--- src/rtl/audio_brg_pkg.sv ---
package audio_brg_pkg;
  localparam int PRE_W = 2;
  localparam int N_W   = 8;
  localparam int DIV_W = PRE_W + N_W;
  localparam logic [DIV_W-1:0] DIV_RST = DIV_W'(2);

  localparam int OUT_SEL_BIT = 31;
  localparam int SRCA_LSB    = 20;
  localparam int SRCB_LSB    = 16;

  localparam logic [2:0] ADDR_CTRL = 3'd0;
  localparam logic [2:0] ADDR_DIVA = 3'd1;
  localparam logic [2:0] ADDR_DIVB = 3'd2;
  localparam logic [2:0] ADDR_SEL0 = 3'd3;

  localparam int SRC_A = 0;
  localparam int SRC_B = 1;
  localparam int SRC_C = 2;
  localparam int SRC_I = 3;

  typedef enum logic [2:0] {
    SCODE_A = 3'd0,
    SCODE_B = 3'd1,
    SCODE_I = 3'd2,
    SCODE_C = 3'd4
  } src_code_e;

  localparam logic [7:0] CH_STOP = 8'h00;
  localparam logic [7:0] CH_A    = 8'h01;
  localparam logic [7:0] CH_B    = 8'h02;
  localparam logic [7:0] CH_C    = 8'h03;
  localparam logic [7:0] CH_DIVA = 8'h10;
  localparam logic [7:0] CH_DIVB = 8'h20;

  function automatic logic src_code_ok(input logic [2:0] c);
    return (c == SCODE_A) || (c == SCODE_B) || (c == SCODE_I) || (c == SCODE_C);
  endfunction
endpackage

--- src/rtl/abc_reset_sync.sv ---
module abc_reset_sync #(
  parameter int STAGES = 2
) (
  input  logic clk,
  input  logic rst_n,
  output logic rst_sync_n
);
  logic [STAGES-1:0] sync_q;

  always_ff @(posedge clk or negedge rst_n) begin
    if (!rst_n) sync_q <= '0;
    else        sync_q <= {sync_q[STAGES-2:0], 1'b1};
  end

  assign rst_sync_n = sync_q[STAGES-1];
endmodule

--- src/rtl/abc_divider.sv ---
module abc_divider
  import audio_brg_pkg::*;
#(
  parameter int NSRC = 4
) (
  input  logic             clk,
  input  logic             rst_n,
  input  logic [NSRC-1:0]  src_tick,
  input  logic [2:0]       src_code,
  input  logic [DIV_W-1:0] cfg,
  output logic             lvl,
  output logic             rise
);
  localparam int MAX_SHIFT = 2 * ((1 << PRE_W) - 1);
  localparam int CNT_W     = N_W + 1 + MAX_SHIFT;

  logic [CNT_W-1:0] cnt_q, cnt_d;
  logic [DIV_W-1:0] act_q, act_d;
  logic             lvl_q, lvl_d;
  logic             rise_q, rise_d;
  logic             src_ok, tick_sel, cnt_en, at_term;
  logic [CNT_W-1:0] n_plus1, half_term;
  logic [PRE_W:0]   shamt;

  always_comb begin
    src_ok   = src_code_ok(src_code);
    tick_sel = 1'b0;
    case (src_code)
      SCODE_A: tick_sel = src_tick[SRC_A];
      SCODE_B: tick_sel = src_tick[SRC_B];
      SCODE_I: tick_sel = src_tick[SRC_I];
      SCODE_C: tick_sel = src_tick[SRC_C];
      default: tick_sel = 1'b0;
    endcase
    cnt_en = src_ok & tick_sel;
  end

  always_comb begin
    shamt     = {act_q[DIV_W-1:N_W], 1'b0};
    n_plus1   = CNT_W'(act_q[N_W-1:0]) + CNT_W'(1);
    half_term = (n_plus1 << shamt) - CNT_W'(1);
    at_term   = (cnt_q == half_term);
  end

  always_comb begin
    cnt_d  = cnt_q;
    act_d  = act_q;
    lvl_d  = lvl_q;
    rise_d = 1'b0;
    if (!src_ok) begin
      cnt_d = '0;
      lvl_d = 1'b0;
      act_d = cfg;
    end else if (cnt_en) begin
      if (at_term) begin
        cnt_d  = '0;
        lvl_d  = ~lvl_q;
        act_d  = cfg;
        rise_d = ~lvl_q;
      end else begin
        cnt_d = cnt_q + CNT_W'(1);
      end
    end
  end

  always_ff @(posedge clk or negedge rst_n) begin
    if (!rst_n) begin
      cnt_q  <= '0;
      act_q  <= DIV_RST;
      lvl_q  <= 1'b0;
      rise_q <= 1'b0;
    end else begin
      cnt_q  <= cnt_d;
      act_q  <= act_d;
      lvl_q  <= lvl_d;
      rise_q <= rise_d;
    end
  end

  assign lvl  = lvl_q;
  assign rise = rise_q;
endmodule

--- src/rtl/abc_chan_route.sv ---
module abc_chan_route
  import audio_brg_pkg::*;
#(
  parameter int NSRC = 4
) (
  input  logic [7:0]      sel,
  input  logic [NSRC-1:0] src_tick,
  input  logic            rise_a,
  input  logic            rise_b,
  output logic            tick_out
);
  always_comb begin
    case (sel)
      CH_A:    tick_out = src_tick[SRC_A];
      CH_B:    tick_out = src_tick[SRC_B];
      CH_C:    tick_out = src_tick[SRC_C];
      CH_DIVA: tick_out = rise_a;
      CH_DIVB: tick_out = rise_b;
      default: tick_out = 1'b0;
    endcase
  end
endmodule

--- src/rtl/audio_brg_clkgen.sv ---
module audio_brg_clkgen
  import audio_brg_pkg::*;
#(
  parameter int NCH    = 8,
  parameter int NSRC   = 4,
  parameter int ADDR_W = 3
) (
  input  logic              clk,
  input  logic              rst_n,
  input  logic              wr_en,
  input  logic [ADDR_W-1:0] wr_addr,
  input  logic [31:0]       wr_data,
  input  logic [NSRC-1:0]   src_tick,
  output logic              clk_out,
  output logic [NCH-1:0]    chan_tick
);
  localparam int NSEL = (NCH + 3) / 4;

  logic rst_sync_n;

  abc_reset_sync #(.STAGES(2)) u_rst (
    .clk(clk), .rst_n(rst_n), .rst_sync_n(rst_sync_n)
  );

  logic             out_sel_q, out_sel_d;
  logic [2:0]       srca_q, srca_d, srcb_q, srcb_d;
  logic [DIV_W-1:0] diva_q, diva_d, divb_q, divb_d;
  logic             ctrl_we, diva_we, divb_we;
  logic [31:0]      unused_wdata_bits;

  always_comb begin
    ctrl_we   = wr_en && (wr_addr == ADDR_W'(ADDR_CTRL));
    diva_we   = wr_en && (wr_addr == ADDR_W'(ADDR_DIVA));
    divb_we   = wr_en && (wr_addr == ADDR_W'(ADDR_DIVB));
    out_sel_d = ctrl_we ? wr_data[OUT_SEL_BIT] : out_sel_q;
    srca_d    = ctrl_we ? wr_data[SRCA_LSB +: 3] : srca_q;
    srcb_d    = ctrl_we ? wr_data[SRCB_LSB +: 3] : srcb_q;
    diva_d    = diva_we ? wr_data[DIV_W-1:0] : diva_q;
    divb_d    = divb_we ? wr_data[DIV_W-1:0] : divb_q;
  end

  assign unused_wdata_bits = wr_data;

  always_ff @(posedge clk or negedge rst_sync_n) begin
    if (!rst_sync_n) begin
      out_sel_q <= 1'b0;
      srca_q    <= 3'd0;
      srcb_q    <= 3'd0;
      diva_q    <= DIV_RST;
      divb_q    <= DIV_RST;
    end else begin
      out_sel_q <= out_sel_d;
      srca_q    <= srca_d;
      srcb_q    <= srcb_d;
      diva_q    <= diva_d;
      divb_q    <= divb_d;
    end
  end

  logic [NSEL*32-1:0] sel_flat;

  for (genvar k = 0; k < NSEL; k++) begin : g_selreg
    logic [31:0] sel_q, sel_d;
    logic        sel_we;
    always_comb begin
      sel_we = wr_en && (wr_addr == ADDR_W'(int'(ADDR_SEL0) + k));
      sel_d  = sel_we ? wr_data : sel_q;
    end
    always_ff @(posedge clk or negedge rst_sync_n) begin
      if (!rst_sync_n) sel_q <= '0;
      else             sel_q <= sel_d;
    end
    assign sel_flat[k*32 +: 32] = sel_q;
  end

  logic lvl_a, rise_a, lvl_b, rise_b;

  abc_divider #(.NSRC(NSRC)) u_div_a (
    .clk(clk), .rst_n(rst_sync_n), .src_tick(src_tick), .src_code(srca_q),
    .cfg(diva_q), .lvl(lvl_a), .rise(rise_a)
  );

  abc_divider #(.NSRC(NSRC)) u_div_b (
    .clk(clk), .rst_n(rst_sync_n), .src_tick(src_tick), .src_code(srcb_q),
    .cfg(divb_q), .lvl(lvl_b), .rise(rise_b)
  );

  for (genvar c = 0; c < NCH; c++) begin : g_chan
    abc_chan_route #(.NSRC(NSRC)) u_route (
      .sel(sel_flat[(c/4)*32 + (c%4)*8 +: 8]), .src_tick(src_tick),
      .rise_a(rise_a), .rise_b(rise_b), .tick_out(chan_tick[c])
    );
  end

  assign clk_out = out_sel_q ? lvl_b : lvl_a;
endmodule

--- config.mk ---
export PLATFORM = sky130hd
export DESIGN_NAME = audio_brg_clkgen
export DESIGN_NICKNAME = d
export VERILOG_FILES = /design/src/rtl/audio_brg_pkg.sv /design/src/rtl/abc_reset_sync.sv /design/src/rtl/abc_divider.sv /design/src/rtl/abc_chan_route.sv /design/src/rtl/audio_brg_clkgen.sv
export SDC_FILE = /design/constraint.sdc
export NUM_CORES = 1
export LEC_CHECK = 0
export BUFFER_PORTS_ARGS = -buffer_cell sky130_fd_sc_hd__clkbuf_2
export CAP_MARGIN = 5
export CORE_MARGIN = 5
export CORE_UTILIZATION = 60
export DETAILED_ROUTE_END_ITERATION = 7
export PLACE_DENSITY = 0.79
export REMOVE_ABC_BUFFERS = 1
export SYNTH_ARGS = -nofsm -noshare
export SYNTH_HDL_FRONTEND = slang
export SYNTH_SLANG_ARGS = --single-unit
--- constraint.sdc ---
create_clock -name clk -period 12.02 [get_ports clk]
set_clock_uncertainty 0.05 [all_clocks]
set_input_delay 2.404 -clock clk [delete_from_list [all_inputs] [get_ports clk]]
set_output_delay 2.404 -clock clk [all_outputs]
set_load 0.1 [all_outputs]
After elaboration in Yosys (flattened, before gate mapping)
Cells that the tools add are included.
W data, S select, Z words.
- add/subtract/negate cells: 6
- shifts and indexed selects: 2
- bitwise logic cells: 4
- muxes and demuxes: 35
- reductions and logical operators: 16
- equal/unequal tests: 56
- operators with widths (operator ; count):
    $eq A8 B2 Y1 const B ; 16
    $mux W15 ; 6
    $eq A8 B1 Y1 const B ; 8
    $eq A8 B5 Y1 const B ; 8
    $eq A8 B6 Y1 const B ; 8
    $mux W10 ; 6
    $pmux W1 S5 ; 8
    $add A15 B1 Y15 const B ; 2
    $eq A15 B15 Y1 ; 2
    $shl A15 B3 Y15 ; 2
    $sub A15 B1 Y15 const B ; 2
    $add A8 B1 Y9 const B ; 2
    $mux W1 ; 13
    $eq A3 B2 Y1 const B ; 4
    $eq A3 B1 Y1 const B ; 3
    $eq A3 B3 Y1 const B ; 3
    $logic_not A3 Y1 ; 3
    $ne A2 B2 Y1 const B ; 4
    $pmux W1 S4 ; 2
    $logic_or A1 B1 Y1 ; 6
    $logic_and A1 B1 Y1 ; 5
    $reduce_and A2 Y1 ; 2
    $and A1 B1 Y1 ; 2
    $not A1 Y1 ; 2
- register bits after elaboration: 147
- input port bits: 42
- logic and storage cells: 135
- output and inout bits: 9

Longest topological paths before layout
- depth after elaboration: 7
- mapped depth: 16
- mapped depth without buffers: 12

Cells and area by module
From an unflattened synthesis, not the netlist that was laid out.
- cells, all modules: 898
- area total of the unflattened synthesis: 9255.1 um2
- modules (own cells, without submodules) (module ; cells an instance ; area each (um2) ; times used ; sequential area each (um2)):
    audio_brg_clkgen ; 197 ; 3594.7 ; 1 ; 2279.7
    abc_divider (u_div_b) ; 312 ; 2582.5 ; 1 ; 676.9
    abc_divider (u_div_a) ; 298 ; 2513.7 ; 1 ; 676.9
    abc_chan_route ; 11 ; 63.8 ; 8 ; 0.0
    abc_reset_sync ; 3 ; 53.8 ; 1 ; 50.0

Worst setup path after synthesis
Ideal clock, no wire load.
- path kind: in2out
- start: input port src_tick[2]
- end: output port chan_tick[1]
- arrival time: 3.437 ns
- path slack: 6.129 ns
- data required time: 9.566 ns
- cell stages on the path: 6
- cell sequence: clkbuf_1 mux2_2 a21oi_1 o32ai_1 and3_1 buf_4
- longest elaborated chain between the ends: 1
- RTL lines (item ; RTL line ; text):
    from (decl) ; audio_brg_clkgen.sv:13 ; input logic [NSRC-1:0] src_tick,
    $pmux W1 S5 ; abc_chan_route.sv:13 ; case (sel)
    to (decl) ; audio_brg_clkgen.sv:15 ; output logic [NCH-1:0] chan_tick
No other way between the ends.

Final worst setup path
- start: input port src_tick[0]
- end: output port chan_tick[0]
Same word-level chain as after synthesis.

==> reports/qor.yml <==
status: "finished, final reports clean"
synth.area.top_cells: "dfrtp_1 41%, mux2_2 13%, xnor2_1 3.9%"
period_share: 0.5299
slew_viol_final: 0
post-synth-top-count-cell: "dfrtp_1"
startpoint_type: "input port"
ys_ff_latch: 147
grt_pass1_vias: 6714
fill_cells: 1071
stdcell_count: 1055
powerDensity_nw_per_um2: 239.8
clk_pin_slew_worst_paths_ns: 0.06
routabilityCongestion: 0.9369
root_buffer: "clkbuf_16"
cts_tree: "done"
diodes: 0
row_count: 44
synth.cell_area_um2: 8685
num_vias: 6802
setup.worst_path.end_class: "primary output"
yosys_warnings: 0
rsz0062_at_grt: "false"
hpwl_mm: 13.74
tightest_slew_ns: 1.071
drive_above_1_share: 0.2606
holdPathStages: 0
cts_resized: 0
vias_per_cell: 6.447
yosysSeqAreaShare: 0.4241
hold_path.class: "reg2reg"
firstDrtPassIters: 7
antenna_found_initial: 0
port_buffers: 50
grt_max_degree: 87
setup_viol: 0
clock_latency_ns: 0.43
regArea_um2: 3687
syn_inst: 829
core_area_um2: 14370
dpl.cell_count: 1023
slew_headroom: 0.2860
pin_count: 51
grt_overflow: 0
post-cts-setup-buffers: 0
multi_input_area_um2: 4718
cts_buffers: 17
grt_util_all_layers: 0.2436
syn_avg_cell_area_um2: 10.48
synthFlopType: "dfrtp_1"
holdBufCountCts: 0
cp.required_ns: 9.57
rr_worst_depth: 10
synthToLayoutAreaGrowth_pct: 9.682
ant_nets: 0
yosysTopAreaCell: "dfrtp_1"
path_max_fanout: 10
drt-initial-drc-count: 654
fin_nets: 906
finalSetupTns_ns: 0
synth_common_cells: "143 x dfrtp_1, 99 x mux2_2, 68 x nor2_1"
wirelength_mm: 19.67
crit_type: "in2out"
fin_util: 0.6629
max_freq_ghz: 0.1570
leakage_nw: 3.905
async_flop_share: 1.000
peakVddDrop_uv: 144.5
synth_edf_count: 0
finalHoldViolations: 0
grt_pass1_wl_mm: 32.96
htreeDepth: 4
clockBufferDepth: 2
yosysUniqueCellTypes: 83
drv_cap: 0
drc: 0
die_h_um: 130.3
cts_num_sinks: 147
start_util: 0.6044
die-area_um2: 16980
cp.arrival_ns: 3.92
yosys.area.top_type_share: 0.4120
period_needed_ns: 6.370
die_width_um: 130.3
wl_per_cell_um: 18.65
[cells by family after synthesis]
family / after synthesis / synth area share
simple gates: 284 / 0.1762
flops: 147 / 0.4241
compound gates: 140 / 0.1223
mux: 124 / 0.1615
xor+xnor: 73 / 0.07362
buf+inv: 54 / 0.03314
fa+ha+maj: 6 / 0.008644
other cells: 1 / 0.0004318
[through the flow]
step / hold WS, ns / total power, mW / cell area, µm² / setup WS (ns)
floorplan: 0.2812 / 1.528 / 8434 / 4.697
global placement: 0.2930 / 1.704 / 8954 / 5.714
detailed placement: 0.2904 / 1.752 / 8954 / 5.662
CTS: 0.3085 / 2.272 / 9525 / 5.656
global route: 0.3221 / 2.419 / 9525 / 5.558
finish: 0.3031 / 2.284 / 9525 / 5.650
[power by group]
part	leakage, nW	total (mW)	switching [mW]	internal, mW
clock	0.274	0.513	0.210	0.303
combinational	1.81	0.997	0.567	0.430
sequential	1.82	0.774	0.168	0.606
[final timing paths]
check                                             start                       endpoint  slack [ns]
max in group asynchronous     u_rst.sync_q[1]$_DFF_PN0_   u_div_b.act_q[7]$_DFFE_PN0P_        9.97
hold / removal                u_rst.sync_q[0]$_DFF_PN0_      u_rst.sync_q[1]$_DFF_PN0_        0.30
hold reg to reg               u_rst.sync_q[0]$_DFF_PN0_      u_rst.sync_q[1]$_DFF_PN0_        0.30
setup / recovery                            src_tick[0]                   chan_tick[0]        5.65
min in group asynchronous     u_rst.sync_q[1]$_DFF_PN0_  u_div_a.cnt_q[10]$_DFFE_PN0P_        0.36
setup reg to reg           u_div_a.act_q[1]$_DFFE_PN1P_   u_div_a.act_q[9]$_DFFE_PN0P_        7.19
[placed cells by master, fill, tap and decap left out, types with 4 or more instances in the layout]
cell type,instances
dfrtp_1,142
mux2_2,99
nor2_1,68
nand2_1,58
clkbuf_2,50
xnor2_1,39
xor2_1,34
nand3_1,29
o21ai_0,23
a21oi_1,21
a211oi_1,17
nor3_1,17
clkbuf_16,17
nand3b_1,16
mux2i_1,13
and3_1,13
nand4_1,13
or4_1,10
inv_1,9
or4b_2,8
or3_1,8
a31oi_1,7
o31ai_1,7
o211ai_1,6
mux2_1,6
mux2_4,6
ha_1,6
nand2b_1,5
a311o_1,5
and4_1,5
or2_2,5
nor2b_1,5
o21a_1,5
nor4_1,4
nand4b_1,4
a21o_1,4
nor3b_1,4
dfstp_2,4
buf_4,4
[flip-flops by register name, indices dropped and copies added, names as in the netlist]
| name | cells |
|---|---|
| diva_q | 10 |
| u_div_a.act_q | 10 |
| u_rst.sync_q | 2 |
| u_div_a.cnt_q | 15 |
| srca_q | 3 |
| out_sel_q | 1 |
| u_div_b.cnt_q | 15 |
| u_div_a.lvl | 1 |
| u_div_b.act_q | 10 |
| u_div_b.rise | 1 |
| u_div_a.rise | 1 |
| u_div_b.lvl | 1 |
| g_selreg.sel_q | 64 |
| srcb_q | 3 |
| divb_q | 10 |
[cell type report]
class	count	share of cell area
clock inverter	10	0.01025
inverter	10	0.003941
clock buffer	22	0.04978
timing repair buffer	54	0.02942
multi-input combinational	628	0.4953
tap	184	0.02417
sequential	147	0.3871
[critical path, cell delays in order]
cell and delay, ns:
clkbuf_2 0.27, nand3b_1 0.11, a21oi_1 0.13, a211oi_1 0.06
a211oi_1 0.39, clkbuf_2 0.54
[per-layer routing]
| metal | global-route usage | part of all wire | wire length, µm |
|---|---|---|---|
| met2 | 0.4016 | 0.50 | 9833 |
| met5 | 0 | 0 | 0 |
| met1 | 0.3165 | 0.43 | 8369 |
| met3 | 0.04789 | 0.045 | 892 |
| met4 | 0.09963 | 0.029 | 579 |
No activity file was read; power rests on OpenSTA's default activity.
